[config.mk]
export PLATFORM = sky130hd
export DESIGN_NAME = store_buffer_2t
export DESIGN_NICKNAME = d
export VERILOG_FILES = /design/src/rtl/sb_pkg.sv /design/src/rtl/sb_thread_part.sv /design/src/rtl/sb_commit_arb.sv /design/src/rtl/store_buffer_2t.sv
export SDC_FILE = /design/constraint.sdc
export NUM_CORES = 1
export LEC_CHECK = 0
export ABC_AREA = 1
export BUFFER_PORTS_ARGS = -buffer_cell sky130_fd_sc_hd__buf_2
export CAP_MARGIN = 0
export CORE_AREA = 2 2 292 294
export DETAILED_ROUTE_END_ITERATION = 8
export DIE_AREA = 0 0 294 296
export GPL_TIMING_DRIVEN = 0
export MAX_ROUTING_LAYER = met4
export SLEW_MARGIN = 15
export SYNTH_ARGS = -nofsm -noshare
export SYNTH_HDL_FRONTEND = slang
export SYNTH_SLANG_ARGS = --single-unit
[constraint.sdc]
create_clock -name clk -period 10.1 [get_ports clk]
set_input_delay 1.515 -clock clk [delete_from_list [all_inputs] [get_ports clk]]
set_output_delay 1.515 -clock clk [all_outputs]
set_load 0.03 [all_outputs]
[src/rtl/sb_pkg.sv]
`timescale 1ns/1ps
package sb_pkg;
  localparam int NUM_THR = 2;
  typedef logic thr_t;
endpackage

[src/rtl/sb_thread_part.sv]
`timescale 1ns/1ps
module sb_thread_part #(
  parameter int N      = 4,
  parameter int ADDR_W = 16,
  parameter int DATA_W = 32,
  localparam int IW    = $clog2(N),
  localparam int CW    = IW + 1
) (
  input  logic              clk,
  input  logic              rst_n,
  input  logic              alloc_go,
  input  logic              aw_go,
  input  logic [IW-1:0]     aw_idx,
  input  logic [ADDR_W-1:0] aw_addr,
  input  logic              dw_go,
  input  logic [IW-1:0]     dw_idx,
  input  logic [DATA_W-1:0] dw_data,
  input  logic              retire_go,
  input  logic              flush_go,
  input  logic              take,
  input  logic [ADDR_W-1:0] lk_addr,
  output logic              full,
  output logic [IW-1:0]     tail_idx,
  output logic              head_rdy,
  output logic [ADDR_W-1:0] head_addr,
  output logic [DATA_W-1:0] head_data,
  output logic              lk_hit,
  output logic              lk_replay,
  output logic [DATA_W-1:0] lk_data
);
  logic [IW-1:0]     head_q, tail_q;
  logic [CW-1:0]     cnt_q, rcnt_q;
  logic [N-1:0]      a_ok_q, d_ok_q;
  logic [ADDR_W-1:0] addr_q [N];
  logic [DATA_W-1:0] data_q [N];

  logic              ret_ok;
  logic [IW-1:0]     rslot, head_n, aw_off, dw_off;
  logic [CW-1:0]     rc_n;
  logic              aw_live, dw_live;

  assign aw_off  = aw_idx - head_q;
  assign dw_off  = dw_idx - head_q;
  assign aw_live = aw_go && ({1'b0, aw_off} < cnt_q);
  assign dw_live = dw_go && ({1'b0, dw_off} < cnt_q);

  assign rslot   = head_q + rcnt_q[IW-1:0];
  assign ret_ok  = retire_go && (rcnt_q < cnt_q);
  assign rc_n    = rcnt_q + CW'(ret_ok) - CW'(take);
  assign head_n  = head_q + IW'(take);

  assign full      = (cnt_q == CW'(N));
  assign tail_idx  = tail_q;
  assign head_rdy  = (rcnt_q != '0);
  assign head_addr = addr_q[head_q];
  assign head_data = data_q[head_q];

  // ring pointers and counters
  always_ff @(posedge clk) begin
    if (!rst_n) begin
      head_q <= '0;
      tail_q <= '0;
      cnt_q  <= '0;
      rcnt_q <= '0;
    end else begin
      head_q <= head_n;
      rcnt_q <= rc_n;
      if (flush_go) begin
        cnt_q  <= rc_n;
        tail_q <= head_n + rc_n[IW-1:0];
      end else begin
        cnt_q  <= cnt_q + CW'(alloc_go) - CW'(take);
        tail_q <= tail_q + IW'(alloc_go);
      end
    end
  end

  // per-entry written flags
  always_ff @(posedge clk) begin
    if (!rst_n) begin
      a_ok_q <= '0;
      d_ok_q <= '0;
    end else begin
      if (alloc_go) begin
        a_ok_q[tail_q] <= 1'b0;
        d_ok_q[tail_q] <= 1'b0;
      end
      if (aw_live) a_ok_q[aw_idx] <= 1'b1;
      if (dw_live) d_ok_q[dw_idx] <= 1'b1;
    end
  end

  // payload storage
  always_ff @(posedge clk) begin
    if (aw_live) addr_q[aw_idx] <= aw_addr;
    if (dw_live) data_q[dw_idx] <= dw_data;
  end

  // forwarding search: oldest to youngest, later matches win
  always_comb begin
    logic          unk, m, md;
    logic [IW-1:0] s;
    unk     = 1'b0;
    m       = 1'b0;
    md      = 1'b0;
    lk_data = '0;
    s       = '0;
    for (int i = 0; i < N; i++) begin
      s = head_q + IW'(i);
      if (CW'(i) < cnt_q) begin
        if (!a_ok_q[s]) begin
          unk = 1'b1;
        end else if (addr_q[s] == lk_addr) begin
          m       = 1'b1;
          md      = d_ok_q[s];
          lk_data = data_q[s];
        end
      end
    end
    lk_replay = unk || (m && !md);
    lk_hit    = m && !lk_replay;
  end


  commit_after_retire_chk: assert property (@(posedge clk) disable iff (!rst_n)
    take |-> (rcnt_q != '0));


  retire_complete_chk: assert property (@(posedge clk) disable iff (!rst_n)
    ret_ok |-> (a_ok_q[rslot] && d_ok_q[rslot]));


  flush_keeps_retired_chk: assert property (@(posedge clk) disable iff (!rst_n)
    (flush_go && !retire_go && !take) |=> (cnt_q == $past(rcnt_q)));
endmodule

[src/rtl/sb_commit_arb.sv]
`timescale 1ns/1ps
module sb_commit_arb (
  input  logic clk,
  input  logic rst_n,
  input  logic rdy0,
  input  logic rdy1,
  input  logic cm_ready,
  output logic cm_valid,
  output logic gnt,
  output logic fire
);
  logic last_q, hold_q, held_q;

  assign cm_valid = rdy0 || rdy1;
  assign fire     = cm_valid && cm_ready;

  always_comb begin
    if (hold_q)            gnt = held_q;
    else if (rdy0 && rdy1) gnt = ~last_q;
    else                   gnt = rdy1;
  end

  always_ff @(posedge clk) begin
    if (!rst_n) begin
      last_q <= 1'b1;
      hold_q <= 1'b0;
      held_q <= 1'b0;
    end else begin
      if (fire) last_q <= gnt;
      hold_q <= cm_valid && !cm_ready;
      held_q <= gnt;
    end
  end


  rr_alternate_chk: assert property (@(posedge clk) disable iff (!rst_n)
    (fire && rdy0 && rdy1 && $past(fire)) |-> (gnt != $past(gnt)));
endmodule

[src/rtl/store_buffer_2t.sv]
`timescale 1ns/1ps
module store_buffer_2t
  import sb_pkg::*;
#(
  parameter int N_PER_THR = 4,
  parameter int ADDR_W    = 16,
  parameter int DATA_W    = 32,
  localparam int IW       = $clog2(N_PER_THR)
) (
  input  logic              clk,
  input  logic              rst_n,
  input  logic              alloc_valid,
  input  logic              alloc_tid,
  output logic              alloc_ready,
  output logic [IW-1:0]     alloc_slot,
  input  logic              aw_valid,
  input  logic              aw_tid,
  input  logic [IW-1:0]     aw_slot,
  input  logic [ADDR_W-1:0] aw_addr,
  input  logic              dw_valid,
  input  logic              dw_tid,
  input  logic [IW-1:0]     dw_slot,
  input  logic [DATA_W-1:0] dw_data,
  input  logic              retire_valid,
  input  logic              retire_tid,
  input  logic              flush_valid,
  input  logic              flush_tid,
  input  logic              ld_valid,
  input  logic              ld_tid,
  input  logic [ADDR_W-1:0] ld_addr,
  output logic              ld_hit,
  output logic              ld_replay,
  output logic [DATA_W-1:0] ld_data,
  output logic              cm_valid,
  input  logic              cm_ready,
  output logic              cm_tid,
  output logic [ADDR_W-1:0] cm_addr,
  output logic [DATA_W-1:0] cm_data
);
  logic              full_w   [NUM_THR];
  logic [IW-1:0]     tail_w   [NUM_THR];
  logic              hrdy_w   [NUM_THR];
  logic [ADDR_W-1:0] haddr_w  [NUM_THR];
  logic [DATA_W-1:0] hdata_w  [NUM_THR];
  logic              hit_w    [NUM_THR];
  logic              rep_w    [NUM_THR];
  logic [DATA_W-1:0] fwd_w    [NUM_THR];
  logic              gnt, fire;
  thr_t              atid;

  assign atid        = thr_t'(alloc_tid);
  assign alloc_ready = !full_w[atid] && !(flush_valid && flush_tid == alloc_tid);
  assign alloc_slot  = tail_w[atid];

  for (genvar t = 0; t < NUM_THR; t++) begin : g_thr
    logic me_alloc, me_aw, me_dw, me_ret, me_fl, me_take;
    assign me_alloc = alloc_valid && alloc_ready && (alloc_tid == 1'(t));
    assign me_aw    = aw_valid && (aw_tid == 1'(t));
    assign me_dw    = dw_valid && (dw_tid == 1'(t));
    assign me_ret   = retire_valid && (retire_tid == 1'(t));
    assign me_fl    = flush_valid && (flush_tid == 1'(t));
    assign me_take  = fire && (gnt == 1'(t));

    sb_thread_part #(
      .N      (N_PER_THR),
      .ADDR_W (ADDR_W),
      .DATA_W (DATA_W)
    ) u_part (
      .clk       (clk),
      .rst_n     (rst_n),
      .alloc_go  (me_alloc),
      .aw_go     (me_aw),
      .aw_idx    (aw_slot),
      .aw_addr   (aw_addr),
      .dw_go     (me_dw),
      .dw_idx    (dw_slot),
      .dw_data   (dw_data),
      .retire_go (me_ret),
      .flush_go  (me_fl),
      .take      (me_take),
      .lk_addr   (ld_addr),
      .full      (full_w[t]),
      .tail_idx  (tail_w[t]),
      .head_rdy  (hrdy_w[t]),
      .head_addr (haddr_w[t]),
      .head_data (hdata_w[t]),
      .lk_hit    (hit_w[t]),
      .lk_replay (rep_w[t]),
      .lk_data   (fwd_w[t])
    );
  end

  sb_commit_arb u_arb (
    .clk      (clk),
    .rst_n    (rst_n),
    .rdy0     (hrdy_w[0]),
    .rdy1     (hrdy_w[1]),
    .cm_ready (cm_ready),
    .cm_valid (cm_valid),
    .gnt      (gnt),
    .fire     (fire)
  );

  assign cm_tid  = gnt;
  assign cm_addr = haddr_w[thr_t'(gnt)];
  assign cm_data = hdata_w[thr_t'(gnt)];

  assign ld_hit    = ld_valid && hit_w[thr_t'(ld_tid)];
  assign ld_replay = ld_valid && rep_w[thr_t'(ld_tid)];
  assign ld_data   = ld_hit ? fwd_w[thr_t'(ld_tid)] : '0;


  commit_hold_chk: assert property (@(posedge clk) disable iff (!rst_n)
    (cm_valid && !cm_ready) |=> (cm_valid && $stable(cm_tid) &&
                                 $stable(cm_addr) && $stable(cm_data)));


  hit_excludes_replay_chk: assert property (@(posedge clk) disable iff (!rst_n)
    ld_valid |-> !(ld_hit && ld_replay));
endmodule

Yosys cells after proc, flatten, opt, wreduce, memory -nomap -nowiden. Memory sizes are Yosys's and may differ from the RTL's. A register that Yosys moved wholly into a read port is not among the register bits. Cells that the tools add are included.

$add $sub $neg: 24. Order comparisons: 33. Equality and inequality tests: 11. Mux-type cells: 180. Bitwise logic cells: 20. Reduce and logical (&&, ||, !) cells: 46.

Operator list (number): 32-bit two-way mux (31); 16-bit == test (8); 1-bit two-way mux (103); 16-bit two-way mux (3); 4-bit two-way mux (12); 2-bit by 3-bit < comparator with 1-bit output (second input constant) (12); 1-bit logical AND (34); 1-bit binary-select mux with 2-bit select (16); 2-bit two-way mux (9); 4-bit bitwise AND (4); 4-bit OR (4); 3-bit by 1-bit adder with 3-bit output (4); 1-bit by 3-bit < comparator with 1-bit output (first input constant) (4); 2-bit by 3-bit < comparator with 1-bit output (4); 2-bit by 3-bit < comparator with 1-bit output (first input constant) (4); 3-bit by 1-bit subtractor with 3-bit output (4); 2-bit by 1-bit adder with 2-bit output (4); 2-bit adder (second input constant) (4); 1-bit demux with 2-bit select (4); 2-bit by 1-bit greater-or-equal comparator with 1-bit output (second input constant) (4); 4-bit inverter (2); 2-bit subtractor (4); 1-bit logical NOT (7); 1-bit inverter (7); 10 further kinds (22).

Register bits: 39. RAM bits: 384. Input port bits: 83. Output and inout bits: 87. Word-level logic and storage cells: 333. Memories kept: 4.

Memory list: g_thr[0].u_part.data_q (words 4, bits a word 32, read ports 4, clocked after Yosys merged registers in 1, write ports 1, line sb_thread_part.sv:35) `logic [DATA_W-1:0] data_q [N];`; g_thr[1].u_part.data_q (words 4, bits a word 32, read ports 4, clocked after Yosys merged registers in 1, write ports 1, line sb_thread_part.sv:35); g_thr[0].u_part.addr_q (words 4, bits a word 16, read ports 4, clocked after Yosys merged registers in 1, write ports 1, line sb_thread_part.sv:34) `logic [ADDR_W-1:0] addr_q [N];`; g_thr[1].u_part.addr_q (words 4, bits a word 16, read ports 4, clocked after Yosys merged registers in 1, write ports 1, line sb_thread_part.sv:34).

Depth between registers and ports, before layout. Gate-level depths: netlist of the first run.

Depth in word-level cells: 24. Mapped depth: 25. Mapped depth without buffers: 22.

Hierarchy. From an unflattened synthesis of the first run, not the netlist that was laid out.

Cell total of the unflattened synthesis: 4023. Area total of the unflattened synthesis: 29418.2 µm².

By module, submodules not included: sb_thread_part at g_thr[1].u_part (times used 1, cells an instance 1972, area each 14057.2 µm², sequential area each 6125.9 µm²); sb_thread_part at g_thr[0].u_part (times used 1, cells an instance 1828, area each 13815.8 µm², sequential area each 6125.9 µm²); store_buffer_2t (times used 1, cells an instance 205, area each 1408.9 µm², sequential area each 0.0 µm²); sb_commit_arb (times used 1, cells an instance 18, area each 136.4 µm², sequential area each 60.1 µm²).

Least setup slack after synthesis of the first run. No wires, ideal clock.

Path type: input-to-output. Start: in ld_addr[6]. End: out ld_data[0]. Arrival: 3.587 ns. Data required time: 8.585 ns. Path slack: 4.998 ns. Stages: 17. Path buffers: 3. Cells stage by stage: clkbuf_1 > clkinv_1 > nand3_1 > nand2_1 > nor2_1 > nand2_1 > nor2_1 > nand3_1 > buf_2 > inv_2 > buf_2 > nand3_1 > nand3_1 > nand2_1 > nand3_1 > nand2_1 > nor2_1.

Cells in the longest elaborated chain, start to end: 23. Elaborated cells between the ends (all ways): 98. Classes of those cells: eq/ne (8); mux (79); reduce/logical (11).

Ends and longest elaborated chain: start: declaration (line store_buffer_2t.sv:30) `input logic [ADDR_W-1:0] ld_addr,`; 16-bit == test (line sb_thread_part.sv:113) `end else if (addr_q[s] == lk_addr) begin`; 1-bit two-way mux (line sb_thread_part.sv:113); 1-bit two-way mux (line sb_thread_part.sv:111) `if (!a_ok_q[s]) begin`; 1-bit two-way mux (line sb_thread_part.sv:110) `if (CW'(i) < cnt_q) begin`; 1-bit two-way mux (line sb_thread_part.sv:113); 1-bit two-way mux (line sb_thread_part.sv:111); 1-bit two-way mux (line sb_thread_part.sv:110); 1-bit two-way mux (line sb_thread_part.sv:113); (+5 left out); 1-bit logical NOT (line sb_thread_part.sv:120) `lk_replay = unk || (m && !md);`; 1-bit logical AND (line sb_thread_part.sv:120); 1-bit logical OR (line sb_thread_part.sv:120); 1-bit logical NOT (line sb_thread_part.sv:121) `lk_hit = m && !lk_replay;`; 1-bit logical AND (line sb_thread_part.sv:121); 1-bit two-way mux (implied by the code) (3 in series) (line store_buffer_2t.sv:108) `assign ld_hit = ld_valid && hit_w[thr_t'(ld_tid)];`; 1-bit logical AND (line store_buffer_2t.sv:108); 32-bit two-way mux (*) (line store_buffer_2t.sv:110) `assign ld_data = ld_hit ? fwd_w[thr_t'(ld_tid)] : '0;`; end: declaration (line store_buffer_2t.sv:33) `output logic [DATA_W-1:0] ld_data,`.

Mark *: on every way between the ends. The rest lies on a longest branch, timed or not. The select of a mux whose other input is x is not followed.

Worst setup path in the final report of the first run.
Start: in ld_addr[7]. End: out ld_data[10].

Same word-level chain as after synthesis.

==> flow_summary.yaml, run 1 <==
outcome:
  status: "complete, no violations"
logic_synthesis:
  synth_seq_cells: 423
  synth-compound-area-share: 0.137
  synth.avg_cell_area_um2: 6.89
  yosys_warnings: 0
  synth_top_family_by_area: "simple AND/OR/NAND/NOR gates"
  synth.mux.area_fraction: 0
  ys_seq_area_frac: 0.422
  synth_fa_ha_area_frac: 0.0156
  synth.net_count: 4355
  synth-xor-area-share: 0.0117
  yosysUniqueCellTypes: 39
  synth-simple-area-share: 0.320
  syn_area_um2: 29200
  synth_cells: 4238
drt:
  drc_errors: 0
  detail_route.first_pass.iterations: 6
  via_per_inst: 5.45
  dr.first_iter.drc_count: 3942
  wl_per_cell_um: 23.0
  totalWireLength_mm: 129
  ant_nets: 0
  vias: 30500
timing:
  worst_hold_slack_ns: 0.489
  hold_viol_final: 0
  rsz0062_at_grt: "false"
  fmax_ghz: 0.147
  relSlewSlack: 0.156
  slew_violations: 0
  tns_ns: 0
  worst_slew_pin_slew_ns: 1.26
  period_share: 0.672
  fin_worst_skew_ns: 0.0696
  period_needed_ns: 6.78
  setup_viol: 0
layout:
  finalInstanceArea_um2: 33300
  drive_gt1_frac: 0.0941
  layoutNonFillerInstCount: 5592
  final_net_count: 4572
  syn_to_final_growth_pct: 14.1
clock_network:
  cts_tree: "yes"
  insertion_delay_ns: 0.67
  cts-root-buf: "clkbuf_16"
  cts_setup_buffers: 0
  cts_inserted_buffers: 49
  cts_resized: 0
  path_clk_slew_ns: 0.06
  cts_max_path_buffers: 3
  hold_buffers: 0
  htree_levels: 2
  cts.sinks: 423
power:
  pwr-share-clk: 0.241
  p_int_mw: 3.99
  comb_power_share: 0.489
  ir_drop_mv: 0.155
  p_switching_mw: 3.72
  switching_share: 0.483
  power_density_nw_per_um2: 231
  seqPwrFrac: 0.270
  leakage_nw: 14.8
floorplanning:
  die_y_um: 296
  die_w_um: 294
  boundaryPins: 170
  placementRows: 107
  start_util: 0.347
  core_um2: 84200
  dieArea_um2: 87000
grt:
  grt_max_degree: 22
  grt_use_total: 0.296
  grt_pass1_vias: 27500
  grt_pass1_wl_mm: 183
  overflow: 0
  antenna_found_initial: 9
placed_design:
  place_congestion: 1.02
  dp_hpwl_mm: 95.3
  port_buffers: 155
  dp.cells: 5494
  place_area_um2: 31700
setup_path:
  crit_required_ns: 8.59
  critPathMaxFanout: 10
  worstPathArrival_ns: 5.27
  worstSetupPathType: "in -> out"
  crit_path_start_kind: "primary input"
  r2r_setup_slack_ns: 5.39
  cp-end-kind: "output port"
worst_hold_path:
  hold_class: "reg -> reg"
run:
  max-cap-violations: 0
## final timing paths
kind / start / endpoint / cells past startpoint
min reg2reg: u_arb.last_q / u_arb.last_q / 2
max: ld_addr[7] / ld_data[10] / 16
max reg2reg: g_thr[1].u_part.head_q[1] / g_thr[1].u_part.data_q[2][5] / 13
min: u_arb.last_q / u_arb.last_q / 2
## cell type report
| cell class | count | area, µm² |
|---|---|---|
| fill | 8871 | 50900 |
| multi-input combinational | 3173 | 14300 |
| sequential | 423 | 12300 |
| inverter | 386 | 1450 |
| tap | 1090 | 1360 |
| buffer | 256 | 1290 |
| clock buffer | 57 | 1260 |
| timing repair buffer | 166 | 987 |
| clock inverter | 34 | 369 |
| antenna | 7 | 17.5 |
## power by group through the flow
| stage | Sequential (mW) | Clock [mW] | Combinational [mW] |
|---|---|---|---|
| 2_1_floorplan | 2.10 | 0 | 2.29 |
| 3_3_place_gp | 2.12 | 0 | 3.61 |
| 3_5_place_dp | 2.12 | 0 | 3.65 |
| 4_1_cts | 2.08 | 1.87 | 3.66 |
| 5_1_grt | 2.09 | 1.93 | 4.06 |
| 6_report | 2.08 | 1.85 | 3.76 |
## registers in the layout, indices dropped and copies added, names as in the netlist
| name | flops |
|---|---|
| u_arb.held_q | 1 |
| g_thr.u_part.a_ok_q | 8 |
| g_thr.u_part.data_q | 256 |
| g_thr.u_part.d_ok_q | 8 |
| g_thr.u_part.head_q | 4 |
| g_thr.u_part.cnt_q | 6 |
| g_thr.u_part.rcnt_q | 6 |
| u_arb.hold_q | 1 |
| u_arb.last_q | 1 |
| g_thr.u_part.tail_idx | 4 |
| g_thr.u_part.addr_q | 128 |
## logic make-up (layout without fill, tap and decap cells)
family,after synthesis,in the layout
AND/OR/NAND/NOR,2341,2341
adder cells (fa/ha/maj),34,34
buffers and inverters,642,899
XOR/XNOR,39,39
AO/OA/AOI/OAI,759,759
other,0,7
flip-flops,423,423
## metrics by stage
step	power (mW)	worst slack (ns)	utilization
floorplan	4.38	5.00	-
global placement	5.73	3.36	0.372
detailed placement	5.76	3.45	0.376
CTS	7.61	3.44	0.395
global route	8.08	3.25	0.395
finish	7.70	3.32	0.395
## per-layer routing
layer	part of all wire	track usage	routed length, µm	vias to the layer above
met1	0.43	0.411	55800	14300
met3	0.10	0.0531	13000	291
met4	0.045	0.118	5720	0
met2	0.42	0.425	54000	1671
met5	0	-	0	-
li1	-	-	-	14200
## cell usage in the layout, fill, tap and decap left out, types with 20 or more instances in the layout
master	instances
nand3_1	312
o211ai_1	61
dfxtp_1	39
buf_2	229
inv_1	372
nor2_2	35
buf_6	22
a21oi_1	79
o21ai_0	572
ha_1	30
nor2_1	188
buf_1	22
clkbuf_1	127
o21ai_1	21
edfxtp_1	384
clkbuf_16	49
nand2_1	1772
buf_4	20
xor2_1	26
## worst max-delay path: stages
cell      delay [ns]
clkbuf_1        0.60
inv_1           0.43
nand3_1         0.31
o21ai_0         0.12
a21oi_1         0.14
nand2_1         0.06
nor2_1          0.18
nand3_1         0.33
buf_2           0.35
buf_1           0.33
nand3_1         0.17
nand2_1         0.06
nand3_1         0.12
o21ai_0         0.21
nor2_2          0.14
buf_2           0.19
## Yosys cell counts (all sizes together)
cell type	instances	share of area
a2111oi	2	0.00060
a21oi	80	0.014
a221oi	1	0.00030
a31oi	19	0.0041
buf	137	0.029
clkbuf	119	0.015
clkinv	7	0.00090
dfxtp	39	0.027
edfxtp	384	0.40
fa	4	0.0027
ha	30	0.013
inv	379	0.049
nand2	1777	0.23
nand3	313	0.054
nand3b	1	0.00026
nand4	1	0.00021
nor2	239	0.034
nor3	5	0.00086
nor3b	1	0.00026
o211ai	62	0.016
o21ai	593	0.10
o311ai	2	0.00060
or2	4	0.00086
xnor2	13	0.0039
xor2	26	0.0078
(Power assumes the default switching activity.)
==> run 2: changes to the inputs <==
- clock period: 10.1 -> 5.8 ns (I/O delays scaled with it)
==> run 2 against run 1 <==
Sequential share of layout area is essentially flat. Total power grew 74%. Highest routed layer unchanged. Clock skew shrank 0.0042 ns. Clock-buffer cell count is the same. Critical path type is now reg -> out. Utilization is essentially flat. Sequential power grew 75%. Via count is essentially flat. Non-clock buffer count shrank 2.
==> flow_summary.yaml, run 2 (synthesis results as in run 1) <==
setup_path:
  reg2reg_to: "g_thr[1].u_part.data_q[2][5]"
  reg2regPathDepth: 13
  crit_required_ns: 4.93
  crit_path_start_kind: "flip-flop"
  cp-end-kind: "output port"
  worstPathArrival_ns: 4.75
  r2r-start: "g_thr[1].u_part.head_q[1]"
  critPathMaxFanout: 10
  r2r_setup_slack_ns: 1.13
  worstSetupPathType: "reg -> out"
timing:
  relSlewSlack: 0.177
  worst_slew_pin_slew_ns: 1.23
  worst_hold_slack_ns: 0.393
  period_needed_ns: 5.62
  period_share: 0.970
  setup_viol: 0
  tns_ns: 0
  hold_viol_final: 0
  rsz0062_at_grt: "false"
  fin_worst_skew_ns: 0.0654
  fmax_ghz: 0.178
  layout_setup_ws_ns: 0.176
  slew_violations: 0
drt:
  ant_nets: 0
  drc_errors: 0
  detail_route.first_pass.iterations: 6
  vias: 30500
  wl_per_cell_um: 22.9
  totalWireLength_mm: 128
  dr.first_iter.drc_count: 3839
  via_per_inst: 5.45
power:
  total_power_mw: 13.4
  power_density_nw_per_um2: 402
  ir_drop_mv: 0.267
  leakage_nw: 14.8
floorplanning:
  start_util: 0.347
  die_w_um: 294
  core_um2: 84200
  dieArea_um2: 87000
  die_y_um: 296
  placementRows: 107
  boundaryPins: 170
layout:
  regMostFlops: "g_thr.u_part.data_q"
  largest_reg_flops: 256
  final_common_cell: "nand2_1"
  finalInstanceArea_um2: 33300
  drive_gt1_frac: 0.0939
  final_net_count: 4570
  final_cell_mix: "nand2_1 (1772), o21ai_0 (572), edfxtp_1 (384)"
  syn_to_final_growth_pct: 14.0
  reg.largest.list: "g_thr.u_part.data_q (256), g_thr.u_part.addr_q (128)"
  fillCellCount: 8870
clock_network:
  insertion_delay_ns: 0.66
  cts-root-buf: "clkbuf_16"
  cts_max_path_buffers: 3
  cts_tree: "yes"
  htree_levels: 2
  hold_buffers: 0
  cts.sinks: 423
  path_clk_slew_ns: 0.06
  cts_inserted_buffers: 49
worst_hold_path:
  holdPathStages: 2
  worstHoldStart: "cm_ready"
  hold_path_end: "u_arb.hold_q"
  hold_class: "in -> reg"
placed_design:
  place_ws_ns: 0.438
  place_congestion: 1.02
  place_area_um2: 31700
  dp_hpwl_mm: 95.3
  port_buffers: 155
grt:
  antenna_found_initial: 9
  grt_pass1_vias: 27500
  grt_max_degree: 22
  grt_pass1_wl_mm: 183
  overflow: 0
  grt_use_total: 0.296
outcome:
  status: "complete, no violations"
run:
  max-cap-violations: 0
==> run 2: cell types whose count changed in the layout (fill, tap and decap cells not counted) <==
cell,delta
diode_2,-2
clkbuf_2,+1
clkbuf_1,-1
buf_2,-2
==> run 2: timing repair <==
item,in CTS,in global routing
resized for setup,0,3
endpoints found under the hold margin,0,0
endpoints found under the setup margin,0,5
buffers inserted,0,0
==> run 2: worst max path at each step <==
stage,start,to,slack (ns),cells after the start
after detailed placement,ld_addr[7],ld_data[26],0.44,16
after global placement,g_thr[1].u_part.head_q[1],g_thr[1].u_part.d_ok_q[3],-0.94,14
final,g_thr[0].u_part.head_q[0],ld_data[26],0.18,21
after global routing,g_thr[0].u_part.head_q[0],ld_data[11],0.007,21
after floorplan,g_thr[1].u_part.head_q[1],g_thr[1].u_part.data_q[0][0],1.77,12
after CTS,g_thr[1].u_part.head_q[0],ld_data[5],0.19,18
==> run 2: per-stage QoR <==
step	util	cells
after floorplan	-	4238
after global placement	0.372	5483
after detailed placement	0.376	5494
after CTS	0.395	5585
after global routing	0.395	5587
final	0.395	5588
==> run 2: layer usage <==
metal,vias up,track usage,share of wire
li1,14200,-,-
met1,14300,0.411,0.44
met5,-,-,0
met2,1676,0.425,0.42
met4,0,0.118,0.045
met3,294,0.0531,0.099
==> run 2: layout make-up <==
class	instances	area, µm²	share of cell area
diodes	5	12.5	0.000376
plain buffers	254	1280	0.0384
clock buffers	57	1260	0.0377
clock inverters	34	369	0.0111
inverters	386	1450	0.0436
multi-input cells	3173	14300	0.428
flip-flops and latches	423	12300	0.370
well taps	1090	1360	0.0410
repair buffers	166	987	0.0297
==> run 2: worst max-delay path: stages (launching register included) <==
cell     delay (ns)
dfxtp_1        0.44
buf_6          0.18
buf_2          0.34
buf_4          0.30
nand2_1        0.10
nand3_1        0.12
nand2_1        0.13
nand2_1        0.08
nand2_1        0.07
nor2_1         0.21
nand2_1        0.08
nor2_1         0.20
inv_1          0.06
nor2_1         0.28
nand2_1        0.29
inv_2          0.18
buf_2          0.33
a21oi_1        0.12
nor2_1         0.09
o21ai_0        0.18
nor2_2         0.15
buf_2          0.20
==> run 2: where the power goes <==
part | leakage, nW | total (mW) | switching [mW] | internal [mW]
clock network | 0.787 | 3.22 | 1.42 | 1.79
logic | 10.3 | 6.55 | 4.92 | 1.63
registers | 3.79 | 3.63 | 0.112 | 3.51
total | 14.8 | 13.4 | 6.45 | 6.94
